File: src/rtl/sar_ctrl_pkg.sv
package sar_ctrl_pkg;

  typedef enum logic [2:0] {
    ST_IDLE    = 3'd0,
    ST_SAMPLE  = 3'd1,
    ST_COMPARE = 3'd2,
    ST_CRESET  = 3'd3,
    ST_DONE    = 3'd4
  } sar_state_e;

  // Rail chosen for a tested line once resolved: opposite sense of the decision.
  function automatic logic park_rail(input logic above);
    return ~above;
  endfunction

endpackage

File: src/rtl/sar_seq.sv
module sar_seq
  import sar_ctrl_pkg::*;
#(
  parameter int SAMPLE_CYCLES = 2
) (
  input  logic       clk,
  input  logic       rst,
  input  logic       start,
  input  logic       last_bit,
  output sar_state_e st_q,
  output logic       ev_accept,
  output logic       ev_sample_end,
  output logic       ev_decide,
  output logic       ev_finish
);
  localparam int CW = (SAMPLE_CYCLES < 2) ? 1 : $clog2(SAMPLE_CYCLES);
  localparam logic [CW-1:0] CNT_LAST = CW'(SAMPLE_CYCLES - 1);

  logic [CW-1:0] cnt_q;
  sar_state_e    st_d;

  assign ev_accept     = (st_q == ST_IDLE) && start;
  assign ev_sample_end = (st_q == ST_SAMPLE) && (cnt_q == CNT_LAST);
  assign ev_decide     = (st_q == ST_COMPARE);
  assign ev_finish     = ev_decide && last_bit;

  always_comb begin
    st_d = st_q;
    unique case (st_q)
      ST_IDLE:    if (start) st_d = ST_SAMPLE;
      ST_SAMPLE:  if (ev_sample_end) st_d = ST_COMPARE;
      ST_COMPARE: st_d = last_bit ? ST_DONE : ST_CRESET;
      ST_CRESET:  st_d = ST_COMPARE;
      ST_DONE:    st_d = ST_IDLE;
      default:    st_d = ST_IDLE;
    endcase
  end

  always_ff @(posedge clk) begin
    if (rst) begin
      st_q  <= ST_IDLE;
      cnt_q <= '0;
    end else begin
      st_q <= st_d;
      if (st_q == ST_SAMPLE) cnt_q <= cnt_q + 1'b1;
      else                   cnt_q <= '0;
    end
  end
endmodule

File: src/rtl/sar_ptr.sv
module sar_ptr #(
  parameter int NBITS = 11
) (
  input  logic             clk,
  input  logic             rst,
  input  logic             ev_sample_end,
  input  logic             ev_decide,
  output logic [NBITS-1:0] ptr_q,
  output logic             last_bit
);
  localparam logic [NBITS-1:0] TOP_ONEHOT = {1'b1, {(NBITS-1){1'b0}}};

  assign last_bit = ptr_q[0];

  always_ff @(posedge clk) begin
    if (rst)                ptr_q <= '0;
    else if (ev_sample_end) ptr_q <= TOP_ONEHOT;
    else if (ev_decide)     ptr_q <= ptr_q >> 1;
  end
endmodule

File: src/rtl/sar_lines.sv
module sar_lines
  import sar_ctrl_pkg::*;
#(
  parameter int NBITS = 11
) (
  input  logic             clk,
  input  logic             rst,
  input  logic             ev_accept,
  input  logic             ev_decide,
  input  logic             ev_finish,
  input  logic             in_done,
  input  logic             cmp_above,
  input  logic [NBITS-1:0] ptr_q,
  output logic [NBITS-1:0] cap_drive,
  output logic [NBITS-1:0] code_q
);
  logic [NBITS-1:0] work_q;
  logic [NBITS-1:0] work_d;

  // Bit value gathered so far, including the decision of this cycle.
  assign work_d = work_q | (ptr_q & {NBITS{cmp_above & ev_decide}});

  for (genvar k = 0; k < NBITS; k++) begin : g_line
    localparam logic SAMPLE_LVL = (k == NBITS - 1);
    logic raise_next;
    if (k == NBITS - 1) begin : g_top
      assign raise_next = 1'b0;
    end else begin : g_low
      assign raise_next = ptr_q[k+1];
    end

    always_ff @(posedge clk) begin
      if (rst)
        cap_drive[k] <= 1'b0;
      else if (ev_accept)
        cap_drive[k] <= SAMPLE_LVL;
      else if (ev_decide && ptr_q[k])
        cap_drive[k] <= park_rail(cmp_above);
      else if (ev_decide && raise_next)
        cap_drive[k] <= 1'b1;
      else if (in_done)
        cap_drive[k] <= 1'b0;
    end
  end

  always_ff @(posedge clk) begin
    if (rst) begin
      work_q <= '0;
      code_q <= '0;
    end else begin
      if (ev_accept)      work_q <= '0;
      else if (ev_decide) work_q <= work_d;
      if (ev_finish)      code_q <= work_d;
    end
  end
endmodule

File: src/rtl/sar_redist_ctrl.sv
module sar_redist_ctrl
  import sar_ctrl_pkg::*;
#(
  parameter int NBITS         = 11,
  parameter int SAMPLE_CYCLES = 2
) (
  input  logic             clk,
  input  logic             rst,
  input  logic             start,
  input  logic             cmp_above,
  output logic             samp_en,
  output logic             cmp_phase,
  output logic [NBITS-1:0] cap_drive,
  output logic [NBITS-1:0] code,
  output logic             done
);
  sar_state_e       st_q;
  logic             ev_accept;
  logic             ev_sample_end;
  logic             ev_decide;
  logic             ev_finish;
  logic             last_bit;
  logic [NBITS-1:0] ptr_q;

  sar_seq #(.SAMPLE_CYCLES(SAMPLE_CYCLES)) u_seq (
    .clk           (clk),
    .rst           (rst),
    .start         (start),
    .last_bit      (last_bit),
    .st_q          (st_q),
    .ev_accept     (ev_accept),
    .ev_sample_end (ev_sample_end),
    .ev_decide     (ev_decide),
    .ev_finish     (ev_finish)
  );

  sar_ptr #(.NBITS(NBITS)) u_ptr (
    .clk           (clk),
    .rst           (rst),
    .ev_sample_end (ev_sample_end),
    .ev_decide     (ev_decide),
    .ptr_q         (ptr_q),
    .last_bit      (last_bit)
  );

  sar_lines #(.NBITS(NBITS)) u_lines (
    .clk       (clk),
    .rst       (rst),
    .ev_accept (ev_accept),
    .ev_decide (ev_decide),
    .ev_finish (ev_finish),
    .in_done   (st_q == ST_DONE),
    .cmp_above (cmp_above),
    .ptr_q     (ptr_q),
    .cap_drive (cap_drive),
    .code_q    (code)
  );

  assign samp_en   = (st_q == ST_SAMPLE);
  assign cmp_phase = (st_q == ST_COMPARE);
  assign done      = (st_q == ST_DONE);
endmodule

File: config.mk
export PLATFORM = sky130hd
export DESIGN_NAME = sar_redist_ctrl
export DESIGN_NICKNAME = d
export VERILOG_FILES = /design/src/rtl/sar_ctrl_pkg.sv /design/src/rtl/sar_seq.sv /design/src/rtl/sar_ptr.sv /design/src/rtl/sar_lines.sv /design/src/rtl/sar_redist_ctrl.sv
export SDC_FILE = /design/constraint.sdc
export NUM_CORES = 1
export LEC_CHECK = 0
export BUFFER_PORTS_ARGS = -buffer_cell sky130_fd_sc_hd__clkbuf_2
export CORE_MARGIN = 3
export CORE_UTILIZATION = 34
export DETAILED_ROUTE_END_ITERATION = 6
export SYNTH_ARGS = -nofsm -noshare
export SYNTH_HDL_FRONTEND = slang
export SYNTH_SLANG_ARGS = --single-unit
File: constraint.sdc
create_clock -name clk -period 1.7 [get_ports clk]
set_input_delay 0.34 -clock clk [delete_from_list [all_inputs] [get_ports clk]]
set_output_delay 0.34 -clock clk [all_outputs]
set_load 0.01 [all_outputs]
# After elaboration in Yosys (flattened, before gate mapping)
# Cells that the tools add are included.
[classes] bitwise=5 n_reduce_logical=30 muxes=29 eq_ne=6 add_sub_neg=1
[ops] op="3-bit nonzero test" count=11
[ops] op="1-bit 2-to-1 mux" count=23
[ops] op="11-bit 2-to-1 mux" count=2
[ops] op="1-bit logical AND" count=13
[ops] op="3-bit case mux with 4 select lines" count=1
[ops] op="11-bit AND" count=1
[ops] op="11-bit OR" count=1
[ops] op="3-bit 2-to-1 mux" count=3
[ops] op="3-bit by 2-bit equality test with 1-bit output (second input constant)" count=2
[ops] op="2-bit OR reduction" count=3
[ops] op="3-bit by 1-bit equality test with 1-bit output (second input constant)" count=1
[ops] op="3-bit equality test (second input constant)" count=1
[ops] op="3-bit zero test" count=1
[ops] op="2-bit by 1-bit != test with 1-bit output (second input constant)" count=1
[ops] op="2-bit != test (second input constant)" count=1
[ops] op="1-bit inverter" count=2
[ops] op="2-bit AND reduction" count=1
[ops] op="2-bit nonzero test" count=1
[ops] op="1-bit adder (second input constant)" count=1
[ops] op="1-bit AND" count=1
[totals] out_inout_bits=25 wordCells=88 regBits=48 inputBits=4

# Longest topological paths before layout
# Gate-level depths: netlist (run 1).
[depth] depth_word=4 depth_mapped=8 depth_no_buf=6

# By module
# Synthesis (run 1) repeated with hierarchy kept, for this count alone.
[hier_totals] hier_cells=182 hier_area_um2=1888.1
[modules_own_cells] mod="sar_lines" cells_each=124 area_per_inst_um2=1268.7 instances=1
[modules_own_cells] mod="sar_ptr" cells_each=38 area_per_inst_um2=405.4 instances=1
[modules_own_cells] mod="sar_seq" cells_each=17 area_per_inst_um2=191.4 instances=1
[modules_own_cells] mod="sar_redist_ctrl" cells_each=3 area_per_inst_um2=22.5 instances=1

# Worst setup path before layout (run 1)
# No wires, ideal clock.
[synth_timing] path_type="reg-to-reg" start="reg u_seq.st_q[0]" end="reg u_ptr.ptr_q[0]" required_time_ps=1581 n_path_buf=1 stages_incl_launch_ff=5 setup_slack_ps=253 arrival_time_ps=1328 path_cell_list="dfxtp_1 > nor3b_1 > a21o_1 > buf_2 > a21oi_1"
[synth_via] elab_chain_len=3 elab_cells_between_ends=4 cone_classes="eq/ne (2); reduce/logical (2)"
[synth_lines] item="from (decl)" line_no="sar_seq.sv:10" rtl="output sar_state_e st_q,"
[synth_lines] item="from (signal assigned)" line_no="sar_seq.sv:44" rtl="st_q <= st_d;"
[synth_lines] item="3-bit by 1-bit equality test with 1-bit output"
[synth_lines] item="via samp_en" line_no="sar_redist_ctrl.sv:11" rtl="output logic samp_en,"
[synth_lines] item="1-bit logical AND" line_no="sar_seq.sv:23" rtl="assign ev_sample_end = (st_q == ST_SAMPLE) && (cnt_q == CNT_LAST);"
[synth_lines] item="2-bit OR reduction (no line)"
[synth_lines] item="to (signal assigned)" line_no="sar_ptr.sv:18" rtl="else if (ev_decide) ptr_q <= ptr_q >> 1;"
[synth_lines] item="to (decl)" line_no="sar_ptr.sv:8" rtl="output logic [NBITS-1:0] ptr_q,"
# The timed path passes the listed nets, and every way through them passes these cells.
# A chain may end at the register's enable or synchronous reset.

# Worst setup path after layout (run 1)
[layout_timing] start="reg u_seq.st_q[1]" end="out samp_en"
[layout_via] elab_chain_len=1
[layout_lines] item="3-bit by 1-bit equality test with 1-bit output" line_no="sar_redist_ctrl.sv:59" rtl="assign samp_en = (st_q == ST_SAMPLE);"
[layout_lines] item="to (decl)" line_no="sar_redist_ctrl.sv:11"
# No other way between the ends.

==> results.md, run 1 <==
* Rel. slew slack at 78.7%
* Die Ht at 80.3 um
* Pwr Density at 934 nW/um^2
* EDFF count, synth at 0
* Remaining antenna violation count at 0
* Vias post-DR at 1566
* Power, Total at 0.00214 W
* Crit Path Class: register to primary output
* Core Area at 5240 um^2
* Synth unique cells at 34
* # diodes at 0
* Worst skew pair latency at 300 ps
* CTS tree: built
* Die W at 80.3 um
* Crit-path max FO at 12
* Lkg Pwr at 0.883 nW
* Crit end category: primary output
* Initial Util at 35.9%
* Clock sink count at 48
* Period utilisation layout at 93.4%
* Detail Placement HPWL at 3.07 mm
* Syn Nets at 212
* Total grt overflow at 0
* Slew Viols, Final at 0
* Avg WL per Cell at 13.5 um
* Seq/Total Area, Yosys at 51.1%
* Final setup vio count at 0
* CP Launch Type: register
* Critical path required time at 1360 ps
* Cell taking the most area after synthesis: dfxtp_1
* Remaining DRCs at 0
* Syn-to-layout area delta at 21.8%
* Hold Path Class: primary input to register
* Skew final at 7.27 ps
* Vias/cell at 5.00
* Total CTS buffers at 5
* Fraction of registers with async set/reset at 0%
* RSZ-0062 raised after global routing: false
* # IOs at 29
* Synthesized instance count at 208
* PnR worst setup slack at 112 ps
* Mapped Avg Cell Area at 9.04 um^2
* Final hold viol count at 0
* Pre-CTS setup slack at 113 ps
* CTS Buffer Depth at 2
* Initial DRC Count at 71
* Antenna violations before repair at 0
* Drt pass-1 iters at 4
* Global-route wire length before repair at 7.40 mm
* H-tree depth at 2
* Largest net degree at the start of global routing at 22
* Nets@finish at 246
* Max Freq at 630 MHz
* Port buffer count at 28
* Clock Pin Slew Worst Setup and Hold Paths at 90 ps
* Commonest cells post-synth: dfxtp_1, nor2_1, nand2_1, a21oi_1, a211oi_1
* Max-cap violations at 0
* Aggregate global-route resource usage at 14.8%
* Number of global-route vias before repair at 1509
* Worst IR Drop VDD at 486 uV
* Root buf cell: clkbuf_8
* Share of cells above drive strength 1 at 28.8%
* Status: finished, final reports clean
* Post-CTS Hold Buffers at 0
* Period minus WS final at 1590 ps
* Setup TNS at 0 ps
* Slew at the pin closest to its max-slew limit at 319 ps
* Area share of the largest cell type after synthesis at 51.1%
* Mapped cell area at 1880 um^2
* Standard-cell rows at 26
* Ys flop type: dfxtp_1
* Critical Path AT at 1250 ps
* Ys Warns at 0
* Drt total wl at 4.22 mm
* Synth area leaders: dfxtp_1, a21oi_1, nor2_1
* FF+latch count, synth at 48
* Gp weighted congestion at 0.835
* Most frequent cell after synthesis: dfxtp_1
* Area of the die at 6460 um^2
[timing repair]
action | CTS | global route
resized for setup | 3 | 5
buffers inserted | 0 | 3
endpoints found under the setup margin | 2 | 7
pin swaps | 0 | 1
[layer usage]
| metal | vias up | routed length [um] | track usage, % |
|---|---|---|---|
| li1 | 802 | - | - |
| met1 | 721 | 2010 | 19.6 |
| met2 | 37 | 1940 | 23.1 |
| met3 | 6 | 220 | 4.48 |
| met4 | 0 | 53 | 4.73 |
| met5 | - | 0 | 0 |
[sequential cells by signal, summed over array words and instances (netlist names)]
| signal | count |
|---|---|
| u_lines.cap_drive | 11 |
| u_lines.code_q | 11 |
| u_lines.work_q | 11 |
| u_ptr.ptr_q | 11 |
| u_seq.cnt_q | 1 |
| u_seq.st_q | 3 |
[report_power, final]
group	leakage, nW	internal [W]	switching, W
Combinational	0.439	0.0000604	0.0000842
Clock	0.0548	0.000443	0.000399
Sequential	0.389	0.00113	0.0000180
Total	0.883	0.00164	0.000502
[worst max-delay path, stage by stage (launching register included)]
cell      delay, ps
dfxtp_4         390
buf_4           170
nor3b_4         220
clkbuf_2        170
[final cells by class]
| cell class | count | area, um^2 |
|---|---|---|
| inverter | 2 | 10.0 |
| fill | 537 | 2950 |
| multi-input combinational | 145 | 851 |
| clock inverter | 3 | 46.3 |
| timing repair buffer | 40 | 255 |
| tap | 70 | 87.6 |
| sequential | 48 | 970 |
| clock buffer | 5 | 68.8 |
[path summary, 6_finish.rpt]
path / start / to / slack [ps] / depth (start not counted)
max: u_seq.st_q[1]$_SDFFE_PP0P_ / samp_en / 110 / 3
min: cmp_above / u_lines.work_q[0]$_SDFFE_PP0N_ / 390 / 3
max reg2reg: u_seq.st_q[2]$_SDFFE_PP0P_ / u_lines.code_q[1]$_SDFFE_PP0P_ / 270 / 7
min reg2reg: u_lines.work_q[1]$_SDFFE_PP0N_ / u_lines.work_q[1]$_SDFFE_PP0N_ / 460 / 2
[kinds of logic after synthesis]
family | after synthesis | share of synthesized area, %
buf+inv | 15 | 4.33
flops | 48 | 51.1
simple gates | 78 | 19.4
compound gates | 67 | 25.2
[layout by cell type, fill, tap and decap left out, drive strengths merged, types with 2 or more instances in the layout]
cell type / count
nor2b: 4
o21ai: 7
a211oi: 15
nand2: 25
a311oi: 2
a2bb2oi: 5
buf: 12
dfxtp: 48
and2: 2
nand2b: 2
nor2: 30
nor3: 5
and3: 2
clkbuf: 33
o21a: 3
a221oi: 3
inv: 3
or2: 6
nor3b: 2
a21o: 3
a21oi: 25
[stage by stage]
stage,cells,util [%],hold slack [ps],area (um^2)
after floorplan,208,-,424,1880
after global placement,302,40.6,440,2130
after detailed placement,302,40.6,444,2130
after CTS,310,43.0,381,2250
after global routing,313,43.7,419,2290
final,313,43.7,393,2290
No activity file was read; power rests on OpenSTA's default activity.
==> run 2, diff against run 1 <==
==> constraint.sdc (replaced) <==
create_clock -name clk -period 1.4 [get_ports clk]
set_input_delay 0.28 -clock clk [delete_from_list [all_inputs] [get_ports clk]]
set_output_delay 0.28 -clock clk [all_outputs]
set_load 0.01 [all_outputs]
==> results.md, run 2 (synthesis results as in run 1) <==
* Status: finished, violations left
* Failing checks: setup timing
* Initial DRC Count at 75
* Post-route cell area at 2470 um^2
* Commonest non-fill, non-tap cell in the layout: dfxtp_1
* Worst path max stage delay at 380 ps
* Antenna violations before repair at 0
* CP Launch Type: register
* Final hold viol count at 0
* Remaining antenna violation count at 0
* Commonest non-fill, non-tap cells in the layout: dfxtp_1, nor2_1, clkbuf_2
* Die Ht at 80.3 um
* Nets@finish at 261
* Clock sink count at 48
* FF-to-FF Start: u_seq.st_q[0]$_SDFFE_PP0P_
* Crit Path Class: register to primary output
* Total grt overflow at 0
* Die W at 80.3 um
* Crit-path slowest cell: dfxtp_4
* Period utilisation layout at 102%
* Port buffer count at 28
* Number of global-route vias before repair at 1579
* Hold Path Class: primary input to register
* Worst IR Drop VDD at 530 uV
* Detail Placement HPWL at 3.06 mm
* Share of cells above drive strength 1 at 35.7%
* Largest net degree at the start of global routing at 22
* Max Freq at 702 MHz
* Root buf cell: clkbuf_8
* Placed inst area at 2180 um^2
* Pwr Density at 1080 nW/um^2
* Clock Pin Slew Worst Setup and Hold Paths at 90 ps
* # fillers at 521
* Core Area at 5240 um^2
* Crit-path max FO at 7
* # IOs at 29
* Initial Util at 35.9%
* Reg2Reg Setup Slack at 40 ps
* Final setup vio count at 1
* Slew Viols, Final at 0
* H-tree depth at 2
* Critical-path cell list: buf_6 -> nor3b_4 -> buf_2
* Drt pass-1 iters at 4
* Worst path top cell family by delay: flip-flops
* Hold depth at 2
* Global-route wire length before repair at 7.45 mm
* PnR worst setup slack at -24.7 ps
* Vias/cell at 5.08
* Crit end category: primary output
* Critical Path AT at 1140 ps
* Period minus WS final at 1420 ps
* Rel. slew slack at 82.7%
* # diodes at 0
* Slew at the pin closest to its max-slew limit at 257 ps
* Critical path required time at 1120 ps
* Syn-to-layout area delta at 31.6%
* Max-cap violations at 0
* Worst hold path endpoint: u_seq.st_q[1]$_SDFFE_PP0P_
* Reg-to-Reg End: u_lines.code_q[0]$_SDFFE_PP0P_
* Skew final at 4.95 ps
* Gp weighted congestion at 0.807
* Fin cells at 328
* Worst path bufs/invs at 2
* DP Cell Count at 308
* Remaining DRCs at 0
* Finished Core Util at 47.2%
* Drt total wl at 4.62 mm
* RSZ-0062 raised after global routing: true
* Aggregate global-route resource usage at 14.9%
* CTS tree: built
* Worst skew pair latency at 300 ps
* Worst hold start: rst
* CTS Buffer Depth at 2
* Total CTS buffers at 5
* Avg WL per Cell at 14.1 um
* Area of the die at 6460 um^2
* Worst reg2reg path depth at 8
* Lkg Pwr at 0.986 nW
* Standard-cell rows at 26
* Vias post-DR at 1667
run 2: cell types whose count changed in the layout (fill, tap and decap cells not counted), moves of 2 or more:
cell      previous run  this run
buf_4               10        20
buf_6                0         5
clkbuf_2            28        25
buf_2                0         2
run 2: report_power, final:
group / internal, W / leakage, nW / switching (W)
logic: 0.000110 / 0.536 / 0.000121
registers: 0.00138 / 0.389 / 0.0000159
clock network: 0.000584 / 0.0614 / 0.000469
total: 0.00207 / 0.986 / 0.000606
run 2: cell type report:
type                    instances  area [um^2]  share of cell area (%)
flip-flops and latches         48          967                    39.1
multi-input cells             145          877                    35.5
repair buffers                 55          407                    16.4
well taps                      70         87.6                    3.54
clock buffers                   6         82.6                    3.34
clock inverters                 2         38.8                    1.57
inverters                       2         12.5                   0.506
run 2: worst max path at each step:
stage | depth (start not counted) | slack, ps | to | start
global placement | 4 | -3 | u_ptr.ptr_q[6]$_SDFFE_PP0N_ | u_seq.st_q[1]$_SDFFE_PP0P_
detailed placement | 4 | -40 | u_ptr.ptr_q[2]$_SDFFE_PP0N_ | u_seq.st_q[1]$_SDFFE_PP0P_
CTS | 3 | -40 | samp_en | u_seq.st_q[1]$_SDFFE_PP0P_
floorplan | 8 | 3 | u_lines.code_q[8]$_SDFFE_PP0P_ | u_seq.st_q[0]$_SDFFE_PP0P_
finish | 3 | -20 | samp_en | u_seq.st_q[1]$_SDFFE_PP0P_
global route | 3 | -90 | samp_en | u_seq.st_q[1]$_SDFFE_PP0P_
run 2: per-layer routing:
layer | routed length [um] | global-route usage [%] | vias to the layer above
met1 | 2140 | 18.1 | 804
met5 | 0 | 0 | -
li1 | - | - | 825
met4 | 27 | 3.04 | 0
met3 | 186 | 4.48 | 4
met2 | 2270 | 25.8 | 34
run 2: stage by stage:
stage	setup TNS (ps)	hold slack, ps	setup slack, ps	total power (W)
2_1_floorplan	0	418	3.44	0.00153
3_5_place_dp	-216	443	-37.2	0.00161
4_1_cts	-85.6	261	-38.6	0.00268
3_3_place_gp	-10.2	439	-3.46	0.00161
6_report	-24.7	265	-24.7	0.00268
5_1_grt	-165	271	-92.2	0.00278
run 2: repair_timing:
action                                 in CTS  in global routing
resized for setup                          14                 10
pin swaps                                   0                  4
hold buffers                                0                  0
setup endpoints to repair                  13                 15
gates cloned                                0                  1
endpoints found under the hold margin       0                  0
buffers inserted                            5                  6
